File: src/rtl/ipu_pkg.sv
package ipu_pkg;

    localparam int PRI_W  = 8;
    localparam int SRC_W  = 24;
    localparam int WORD_W = PRI_W + SRC_W;
    localparam int N_OPS  = 5;

    typedef logic [PRI_W-1:0] pri_t;
    typedef logic [SRC_W-1:0] src_t;

    localparam pri_t PRI_LEAST = '1;
    localparam pri_t PRI_MOST  = '0;
    localparam src_t SRC_NONE  = '0;
    localparam src_t SRC_IPI   = SRC_W'(2);

    typedef enum logic [2:0] {
        OP_NONE,
        OP_EOI,
        OP_CPPR,
        OP_ACCEPT,
        OP_MFRR,
        OP_DELIVER
    } op_e;

    typedef struct packed {
        pri_t run_pri;
        pri_t req_pri;
        src_t pend_src;
        pri_t pend_pri;
        logic lost;
    } pstate_t;

    typedef struct packed {
        logic              dlv_done;
        logic              dlv_ok;
        logic              acc_done;
        logic [WORD_W-1:0] acc_word;
        logic              rej_v;
        src_t              rej_src;
        logic              resend_p;
        logic              seoi_v;
        src_t              seoi_src;
    } pevent_t;

    localparam pstate_t RESET_STATE = '{
        run_pri:  PRI_MOST,
        req_pri:  PRI_LEAST,
        pend_src: SRC_NONE,
        pend_pri: PRI_LEAST,
        lost:     1'b0
    };

    // the inter-processor request takes over the pending slot
    function automatic logic ipi_takes(pri_t req, pri_t run, pri_t pend);
        return (req < run) && (req <= pend);
    endfunction

    // a displaced number is reported only for real sources
    function automatic logic reportable(src_t s);
        return (s != SRC_NONE) && (s != SRC_IPI);
    endfunction

    function automatic logic line_level(pstate_t s);
        return (s.pend_src != SRC_NONE) && (s.pend_pri < s.run_pri);
    endfunction

endpackage

File: src/rtl/ipu_arbiter.sv
module ipu_arbiter
    import ipu_pkg::*;
(
    input  logic eoi_req,
    input  logic cppr_req,
    input  logic acc_req,
    input  logic mfrr_req,
    input  logic dlv_req,
    output op_e  op
);

    localparam op_e RANK [N_OPS] = '{OP_EOI, OP_CPPR, OP_ACCEPT, OP_MFRR, OP_DELIVER};

    logic [N_OPS-1:0] req;
    assign req = {dlv_req, mfrr_req, acc_req, cppr_req, eoi_req};

    // highest rank (lowest index) written last, so it wins
    always_comb begin
        op = OP_NONE;
        for (int i = N_OPS - 1; i >= 0; i--) begin
            if (req[i]) begin
                op = RANK[i];
            end
        end
    end

endmodule

File: src/rtl/ipu_delivery.sv
module ipu_delivery
    import ipu_pkg::*;
(
    input  pstate_t cur,
    input  src_t    src,
    input  pri_t    pri,
    output logic    ok,
    output pstate_t nxt,
    output logic    rej_v,
    output src_t    rej_src
);

    always_comb begin
        nxt     = cur;
        ok      = (cur.run_pri > pri) && (cur.req_pri > pri) && (cur.pend_pri > pri);
        rej_v   = 1'b0;
        rej_src = SRC_NONE;
        if (ok) begin
            rej_v        = reportable(cur.pend_src);
            rej_src      = rej_v ? cur.pend_src : SRC_NONE;
            nxt.pend_src = src;
            nxt.pend_pri = pri;
        end else begin
            nxt.lost = 1'b1;
        end
    end

endmodule

File: src/rtl/ipu_control.sv
module ipu_control
    import ipu_pkg::*;
(
    input  op_e               op,
    input  pstate_t           cur,
    input  pri_t              mfrr_val,
    input  pri_t              cppr_val,
    input  logic [WORD_W-1:0] eoi_word,
    output pstate_t           nxt,
    output logic              acc_done,
    output logic [WORD_W-1:0] acc_word,
    output logic              rej_v,
    output src_t              rej_src,
    output logic              resend_p,
    output logic              seoi_v,
    output src_t              seoi_src
);

    pri_t eoi_pri;
    src_t eoi_src;
    pri_t lower_to;
    logic lowering;

    assign eoi_pri  = eoi_word[WORD_W-1 -: PRI_W];
    assign eoi_src  = eoi_word[SRC_W-1:0];
    assign lower_to = (op == OP_EOI) ? eoi_pri : cppr_val;
    assign lowering = (op == OP_EOI) || ((op == OP_CPPR) && (cppr_val > cur.run_pri));

    always_comb begin
        nxt      = cur;
        acc_done = 1'b0;
        acc_word = '0;
        rej_v    = 1'b0;
        rej_src  = SRC_NONE;
        resend_p = 1'b0;
        seoi_v   = 1'b0;
        seoi_src = SRC_NONE;
        case (op)
            OP_EOI, OP_CPPR: begin
                if (lowering) begin
                    nxt.run_pri = lower_to;
                    if (ipi_takes(cur.req_pri, lower_to, cur.pend_pri)) begin
                        nxt.pend_src = SRC_IPI;
                        nxt.pend_pri = cur.req_pri;
                    end
                    resend_p = cur.lost;
                    nxt.lost = 1'b0;
                end else if (cppr_val < cur.run_pri) begin
                    nxt.run_pri = cppr_val;
                    if (cppr_val <= cur.pend_pri) begin
                        rej_v        = reportable(cur.pend_src);
                        rej_src      = rej_v ? cur.pend_src : SRC_NONE;
                        nxt.pend_src = SRC_NONE;
                        nxt.pend_pri = PRI_LEAST;
                    end
                end
                if ((op == OP_EOI) && (eoi_src != SRC_IPI)) begin
                    seoi_v   = 1'b1;
                    seoi_src = eoi_src;
                end
            end
            OP_ACCEPT: begin
                acc_done = 1'b1;
                acc_word = {cur.run_pri, cur.pend_src};
                if (cur.pend_src != SRC_NONE) begin
                    nxt.run_pri  = cur.pend_pri;
                    nxt.pend_pri = PRI_LEAST;
                    nxt.pend_src = SRC_NONE;
                end
            end
            OP_MFRR: begin
                nxt.req_pri = mfrr_val;
                if (ipi_takes(mfrr_val, cur.run_pri, cur.pend_pri)) begin
                    rej_v        = reportable(cur.pend_src);
                    rej_src      = rej_v ? cur.pend_src : SRC_NONE;
                    nxt.pend_src = SRC_IPI;
                    nxt.pend_pri = mfrr_val;
                end
                if (mfrr_val > cur.req_pri) begin
                    resend_p = cur.lost;
                    nxt.lost = 1'b0;
                end
            end
            default: ;
        endcase
    end

endmodule

File: src/rtl/irq_presenter.sv
module irq_presenter
    import ipu_pkg::*;
(
    input  logic              clk,
    input  logic              rst,
    input  logic              dlv_req,
    input  logic [SRC_W-1:0]  dlv_src,
    input  logic [PRI_W-1:0]  dlv_prio,
    output logic              dlv_done,
    output logic              dlv_ok,
    input  logic              acc_req,
    output logic              acc_done,
    output logic [WORD_W-1:0] acc_word,
    input  logic              mfrr_req,
    input  logic [PRI_W-1:0]  mfrr_val,
    input  logic              cppr_req,
    input  logic [PRI_W-1:0]  cppr_val,
    input  logic              eoi_req,
    input  logic [WORD_W-1:0] eoi_word,
    output logic              irq_out,
    output logic              rej_valid,
    output logic [SRC_W-1:0]  rej_src,
    output logic              resend_pulse,
    output logic              seoi_valid,
    output logic [SRC_W-1:0]  seoi_src
);

    op_e     op;
    pstate_t st_q, st_d;
    pevent_t ev_q, ev_d;

    pstate_t           dl_nxt;
    logic              dl_ok, dl_rej_v;
    src_t              dl_rej_src;

    pstate_t           ct_nxt;
    logic              ct_acc, ct_rej_v, ct_resend, ct_seoi_v;
    logic [WORD_W-1:0] ct_word;
    src_t              ct_rej_src, ct_seoi_src;

    ipu_arbiter u_arb (
        .eoi_req  (eoi_req),
        .cppr_req (cppr_req),
        .acc_req  (acc_req),
        .mfrr_req (mfrr_req),
        .dlv_req  (dlv_req),
        .op       (op)
    );

    ipu_delivery u_dlv (
        .cur     (st_q),
        .src     (dlv_src),
        .pri     (dlv_prio),
        .ok      (dl_ok),
        .nxt     (dl_nxt),
        .rej_v   (dl_rej_v),
        .rej_src (dl_rej_src)
    );

    ipu_control u_ctl (
        .op       (op),
        .cur      (st_q),
        .mfrr_val (mfrr_val),
        .cppr_val (cppr_val),
        .eoi_word (eoi_word),
        .nxt      (ct_nxt),
        .acc_done (ct_acc),
        .acc_word (ct_word),
        .rej_v    (ct_rej_v),
        .rej_src  (ct_rej_src),
        .resend_p (ct_resend),
        .seoi_v   (ct_seoi_v),
        .seoi_src (ct_seoi_src)
    );

    always_comb begin
        ev_d = '0;
        st_d = st_q;
        case (op)
            OP_NONE: ;
            OP_DELIVER: begin
                st_d        = dl_nxt;
                ev_d.dlv_done = 1'b1;
                ev_d.dlv_ok   = dl_ok;
                ev_d.rej_v    = dl_rej_v;
                ev_d.rej_src  = dl_rej_src;
            end
            default: begin
                st_d          = ct_nxt;
                ev_d.acc_done = ct_acc;
                ev_d.acc_word = ct_word;
                ev_d.rej_v    = ct_rej_v;
                ev_d.rej_src  = ct_rej_src;
                ev_d.resend_p = ct_resend;
                ev_d.seoi_v   = ct_seoi_v;
                ev_d.seoi_src = ct_seoi_src;
            end
        endcase
    end

    always_ff @(posedge clk) begin
        if (rst) begin
            st_q <= RESET_STATE;
            ev_q <= '0;
        end else begin
            st_q <= st_d;
            ev_q <= ev_d;
        end
    end

    assign irq_out      = line_level(st_q);
    assign dlv_done     = ev_q.dlv_done;
    assign dlv_ok       = ev_q.dlv_ok;
    assign acc_done     = ev_q.acc_done;
    assign acc_word     = ev_q.acc_word;
    assign rej_valid    = ev_q.rej_v;
    assign rej_src      = ev_q.rej_src;
    assign resend_pulse = ev_q.resend_p;
    assign seoi_valid   = ev_q.seoi_v;
    assign seoi_src     = ev_q.seoi_src;

endmodule

File: config.mk
export PLATFORM = sky130hd
export DESIGN_NAME = irq_presenter
export DESIGN_NICKNAME = d
export VERILOG_FILES = /design/src/rtl/ipu_pkg.sv /design/src/rtl/ipu_arbiter.sv /design/src/rtl/ipu_delivery.sv /design/src/rtl/ipu_control.sv /design/src/rtl/irq_presenter.sv
export SDC_FILE = /design/constraint.sdc
export NUM_CORES = 1
export LEC_CHECK = 0
export ABC_CLOCK_PERIOD_IN_PS = 5100
export BUFFER_PORTS_ARGS = -buffer_cell sky130_fd_sc_hd__buf_2
export CAP_MARGIN = 15
export CORE_UTILIZATION = 40
export DETAILED_ROUTE_END_ITERATION = 10
export RECOVER_POWER = 100
export SLEW_MARGIN = 20
export SYNTH_ARGS = -nofsm -noshare
export SYNTH_HDL_FRONTEND = slang
export SYNTH_SLANG_ARGS = --single-unit
File: constraint.sdc
create_clock -name clk -period 5.1 [get_ports clk]
set_input_delay 0.51 -clock clk [delete_from_list [all_inputs] [get_ports clk]]
set_output_delay 0.51 -clock clk [all_outputs]
set_load 0.1 [all_outputs]
==> flow_metrics.tcl, run 1 <==
set metrics [dict create \
    critPathSlowestCell "o2111ai_1" \
    drv_cap 1 \
    overflow 0 \
    cts_tree "done" \
    hold_violations 0 \
    antenna_cells 0 \
    synth_ff_type "dfxtp_1" \
    crit_path_start_kind "flip-flop" \
    clk_path_buf_depth 2 \
    cts_max_level 4 \
    portBuffers 173 \
    grt_setup_unrepaired "no" \
    io_pins 174 \
    cts_setup_buffers 0 \
    synth.avg_cell_area_um2 9.68 \
    worstPathBufferInverterCount 3 \
    gr-usage-all-layers 0.213 \
    crit_required_ns 5.38 \
    worstHoldStart "eoi_word[7]" \
    ant_nets 0 \
    combPwrFrac 0.166 \
    routedWlPerCell_um 16.4 \
    seqPwrFrac 0.392 \
    fmax_mhz 270 \
    synth_cell_types 50 \
    clock_sinks 135 \
    cts.clk_slew.worst_paths_ns 0.06 \
    syn_area_um2 6740 \
    vias_per_cell 5.07 \
    crit_chain "inv_1 > ha_1 > a21oi_1 > o21ai_0 > nor3b_1 > a311oi_1 > clkbuf_1 > a31o_2 > o2111ai_1 > buf_4 > mux2i_1" \
    ys_async_sr_fraction 0 \
    tns_ns 0 \
    rows 47 \
    layout_commonest_cell "dfxtp_1" \
    rr_worst_depth 11 \
    postCtsResizedCells 0 \
    hpwl_um 13800 \
    routed-via-count 5580 \
    period_share 0.727 \
    syn2layout_area_growth_pct 22.3 \
    vdd_drop_max_mv 0.241 \
    reg2reg_slack_ns 1.39 \
    wl_met3_um 902 \
    endpoint "st_q[32]" \
    period_minus_slack_ns 3.71 \
    crit_family "compound AO/OA/AOI/OAI gates" \
    clock_skew_ns 0.0104 \
    grt_pass1_vias 5418 \
    violations "max-capacitance violations, max-slew violations" \
    cp-startpoint "st_q[48]" \
    top_layer "met4" \
    n_fill_cell 1633 \
    gp_congestion 0.854 \
    relSlewSlack -0.154 \
    yosys_warnings 0 \
    cp.depth 11 \
    endpoint_kind "flip-flop" \
    ys_seq_area_frac 0.401 \
    drcViolationCount 0 \
    die_area_um2 17400 \
    cts_hold_buf 0 \
    ys_ff_latch 135 \
    start_util 0.408 \
    setup_viol 0 \
    die_h_um 132 \
    drt-total-wl_um 18000 \
    max_stage_delay_ns 0.52 \
    mostFrequentLayoutCells "dfxtp_1 (135), clkbuf_1 (96), ha_1 (85), buf_2 (84), mux2i_1 (48)" \
    wl_met2_um 7920 \
    coreArea_um2 16500 \
    power.internal_mw 2.01 \
    path_max_fanout 26 \
    numCtsBuffers 17 \
    worst_hold_path_type "in -> reg" \
    maxSlewViolCount 26 \
    clkPwrFrac 0.442 \
    first_iter_violations 249 \
    tightestPinTransition_ns 1.72 \
    reg2reg_to "st_q[32]" \
    power_leakage_nw 3.63 \
    critPathArrivalTime_ns 3.98 \
    grt_pass1_wl_um 28600 \
    met1Wirelength_um 8790 \
    criticalPathCategory "reg -> reg" \
    post-route-cell-area_um2 8250 \
    synth_nets 869 \
    cts_root_buffer "clkbuf_16" \
    synth_edf_count 0 \
    fin_nets 1039 \
    worstSkewPairLatency_ns 0.42 \
    fp.dieW_um 132 \
    place_area_um2 7830 \
    antenna_found_initial 0 \
    drtPass1Iterations 5 \
    synth_cells 697 \
    sw_frac_of_total 0.287 \
    r2r-start "st_q[48]" \
    power.switching_uw 808 \
    p_per_area_nw_per_um2 341 \
    status "finished, violations left" \
    drive_above_1_share 0.147 \
    grt_max_degree 50 \
]
## through the flow
step	setup WS, ns	hold slack (ns)	std cells	util	power (mW)
after floorplan	2.31	0.415	697	-	1.46
after global placement	1.94	0.432	1067	0.473	1.60
after detailed placement	1.94	0.435	1068	0.474	1.60
after CTS	1.83	0.287	1100	0.510	2.85
after global routing	1.10	0.286	1100	0.499	2.94
final	1.39	0.306	1100	0.499	2.81
## power groups by stage
stage	clock network (mW)	registers [mW]	logic, mW
global placement	0	1.13	0.471
detailed placement	0	1.13	0.477
global route	1.32	1.11	0.516
CTS	1.27	1.10	0.479
floorplan	0	1.19	0.278
finish	1.24	1.10	0.467
## Yosys cell counts, types with 6 or more instances
cell / number / area, um^2
a211oi_1: 11 / 82.6
nand2b_1: 28 / 175
inv_1: 37 / 139
nor3b_1: 25 / 188
clkbuf_1: 19 / 71.3
nor2b_1: 9 / 56.3
nand2_1: 41 / 154
o221a_2: 8 / 90.1
nor3_1: 7 / 35.0
and2_1: 59 / 369
buf_2: 6 / 30.0
o211ai_1: 7 / 52.6
o21ai_0: 18 / 90.1
a211o_1: 10 / 87.6
nand4_1: 13 / 81.3
nor4_1: 11 / 68.8
nor2_1: 38 / 143
dfxtp_1: 135 / 2700
a21o_1: 11 / 82.6
nand3_1: 6 / 30.0
a21oi_1: 26 / 130
mux2i_1: 48 / 480
ha_1: 85 / 1060
## kinds of logic after synthesis
group           after synthesis  synth area share
buf+inv                      66            0.0412
compound gates              113             0.120
simple gates                250             0.209
mux                          48            0.0712
fa+ha+maj                    85             0.158
flops                       135             0.401
## per-layer routing
layer | global-route usage | up-vias
li1 | - | 2820
met2 | 0.322 | 164
met1 | 0.290 | 2571
met4 | 0.0930 | 0
met5 | 0 | -
met3 | 0.0469 | 25
## worst min path at each step
stage / end / depth (start not counted)
2_1_floorplan: resend_pulse / 2
3_3_place_gp: resend_pulse / 2
3_5_place_dp: resend_pulse / 2
4_1_cts: seoi_src[3] / 2
5_1_grt: seoi_src[22] / 2
6_report: seoi_src[7] / 2
## registers in the layout (all words and copies together), names as in the netlist
register,count
rej_src,24
acc_done,1
seoi_src,24
seoi_valid,1
resend_pulse,1
rej_valid,1
st_q,49
acc_word,32
dlv_ok,1
dlv_done,1
## area by class of cell
type | count | area, um^2 | area share
multi-input combinational | 496 | 3750 | 0.454
sequential | 135 | 2700 | 0.328
timing repair buffer | 180 | 788 | 0.0956
clock buffer | 21 | 460 | 0.0558
tap | 220 | 275 | 0.0334
inverter | 37 | 139 | 0.0168
clock inverter | 11 | 136 | 0.0165
(Power assumes the default switching activity.)
==> inputs of run 2 (changes only) <==
Settings changed: ABC_CLOCK_PERIOD_IN_PS 5100 to 3300, PLACE_DENSITY set to 0.66.
Clock period 5.1 ns to 3.3 ns, I/O delays scaled along.
==> flow_metrics.tcl, run 2 (same netlist as run 1, synthesis figures left out) <==
set metrics [dict create \
    overflow 0 \
    hpwl_um 13700 \
    power_leakage_nw 3.64 \
    grt_use_met1 0.264 \
    cts.clk_slew.worst_paths_ns 0.06 \
    n_fill_cell 1631 \
    use_met3 0.0423 \
    gr-usage-all-layers 0.208 \
    gp_congestion 0.861 \
    tightestPinTransition_ns 1.27 \
    routedWlPerCell_um 16.1 \
    drt-total-wl_um 17800 \
    clock_sinks 135 \
    drtPass1Iterations 4 \
    crit_path_start_kind "flip-flop" \
    numCtsBuffers 17 \
    period_share 0.930 \
    grt_max_degree 57 \
    mostFrequentLayoutCells "dfxtp_1 (135), clkbuf_1 (89), ha_1 (85), buf_2 (85), mux2i_1 (48)" \
    grt_pass1_vias 5548 \
    start_util 0.408 \
    fmax_mhz 326 \
    fp.dieW_um 132 \
    critPathArrivalTime_ns 2.74 \
    first_iter_violations 250 \
    p_per_area_nw_per_um2 512 \
    fin_util 0.502 \
    cts_root_buffer "clkbuf_16" \
    worst_hold_path_type "in -> reg" \
    status "finished, final reports clean" \
    fin_nets 1042 \
    antenna_cells 0 \
    grt_pass1_wl_um 28200 \
    grt_use_met2 0.352 \
    clock_skew_ns 0.00776 \
    coreArea_um2 16500 \
    worstSkewPairLatency_ns 0.42 \
    vdd_drop_max_mv 0.358 \
    rows 47 \
    relSlewSlack 0.150 \
    cts_tree "done" \
    cts_max_level 4 \
    drcViolationCount 0 \
    vias_per_cell 5.13 \
    die_h_um 132 \
    clk_path_buf_depth 2 \
    grt_setup_unrepaired "no" \
    drv_cap 0 \
    crit_required_ns 2.97 \
    tns_ns 0 \
    die_area_um2 17400 \
    period_minus_slack_ns 3.07 \
    cts_hold_buf 0 \
    maxSlewViolCount 0 \
    routed-via-count 5660 \
    cts_setup_buffers 0 \
    ant_nets 0 \
    criticalPathCategory "reg -> out" \
    endpoint_kind "primary output" \
    drive_above_1_share 0.161 \
    top_register "st_q" \
    antenna_found_initial 0 \
    portBuffers 173 \
    setup_viol 0 \
    grt_busiest_layer "met2" \
    postCtsResizedCells 0 \
    largest_reg_flops 49 \
    layout_commonest_cell "dfxtp_1" \
    hold_violations 0 \
    io_pins 174 \
    path_max_fanout 4 \
    syn2layout_area_growth_pct 22.9 \
]
==> run 2: changes by cell type in the layout (fill, tap and decap cells not counted), sizes merged <==
cell	change
buf	+4
clkbuf	-4
clkinvlp	+3
bufinv	-2
inv	+2
==> run 2: stage by stage <==
| stage | setup slack (ns) | hold slack [ns] | total power, mW | instance area (um^2) | cells |
|---|---|---|---|---|---|
| detailed placement | 0.381 | 0.489 | 2.48 | 7860 | 1071 |
| CTS | 0.237 | 0.107 | 4.30 | 8430 | 1103 |
| global route | 0.0574 | 0.120 | 4.43 | 8290 | 1103 |
| floorplan | 0.689 | 0.415 | 2.26 | 6740 | 697 |
| global placement | 0.398 | 0.478 | 2.46 | 7830 | 1069 |
| finish | 0.232 | 0.124 | 4.24 | 8290 | 1103 |
==> run 2: worst max-delay path, cell delays in order (launching register included) <==
cell	delay [ns]
dfxtp_1	0.40
inv_1	0.11
ha_1	0.28
a21o_1	0.15
a21o_1	0.17
a21o_1	0.20
a21o_1	0.18
a211oi_1	0.23
o21a_1	0.15
clkbuf_2	0.45
==> run 2: layout make-up <==
type	count	area, um^2	share of cell area
Clock inverter	14	133	0.0160
Clock buffer	18	439	0.0530
Sequential cell	135	2700	0.326
Tap cell	220	275	0.0332
Multi-Input combinational cell	496	3770	0.455
Timing Repair Buffer	183	827	0.0998
Inverter	37	139	0.0168
==> run 2: metal layers <==
metal	vias up	part of all wire
met4	0	0.010
met2	172	0.48
met3	13	0.056
li1	2830	-
met5	-	0
met1	2645	0.46
==> run 2: worst paths after layout <==
kind / end / cells past startpoint / slack [ns] / from
setup / recovery: irq_out / 9 / 0.23 / st_q[42]
hold / removal: seoi_src[15] / 2 / 0.12 / eoi_word[15]
setup reg to reg: rej_src[1] / 10 / 0.26 / st_q[2]
hold reg to reg: st_q[0] / 2 / 0.50 / st_q[0]
==> run 2: power breakdown <==
group          internal [mW]  leakage, nW  switching [mW]  total (mW)
Combinational          0.271         2.28           0.454       0.726
Clock                   1.01        0.269           0.796        1.81
Sequential              1.67         1.10          0.0394        1.71
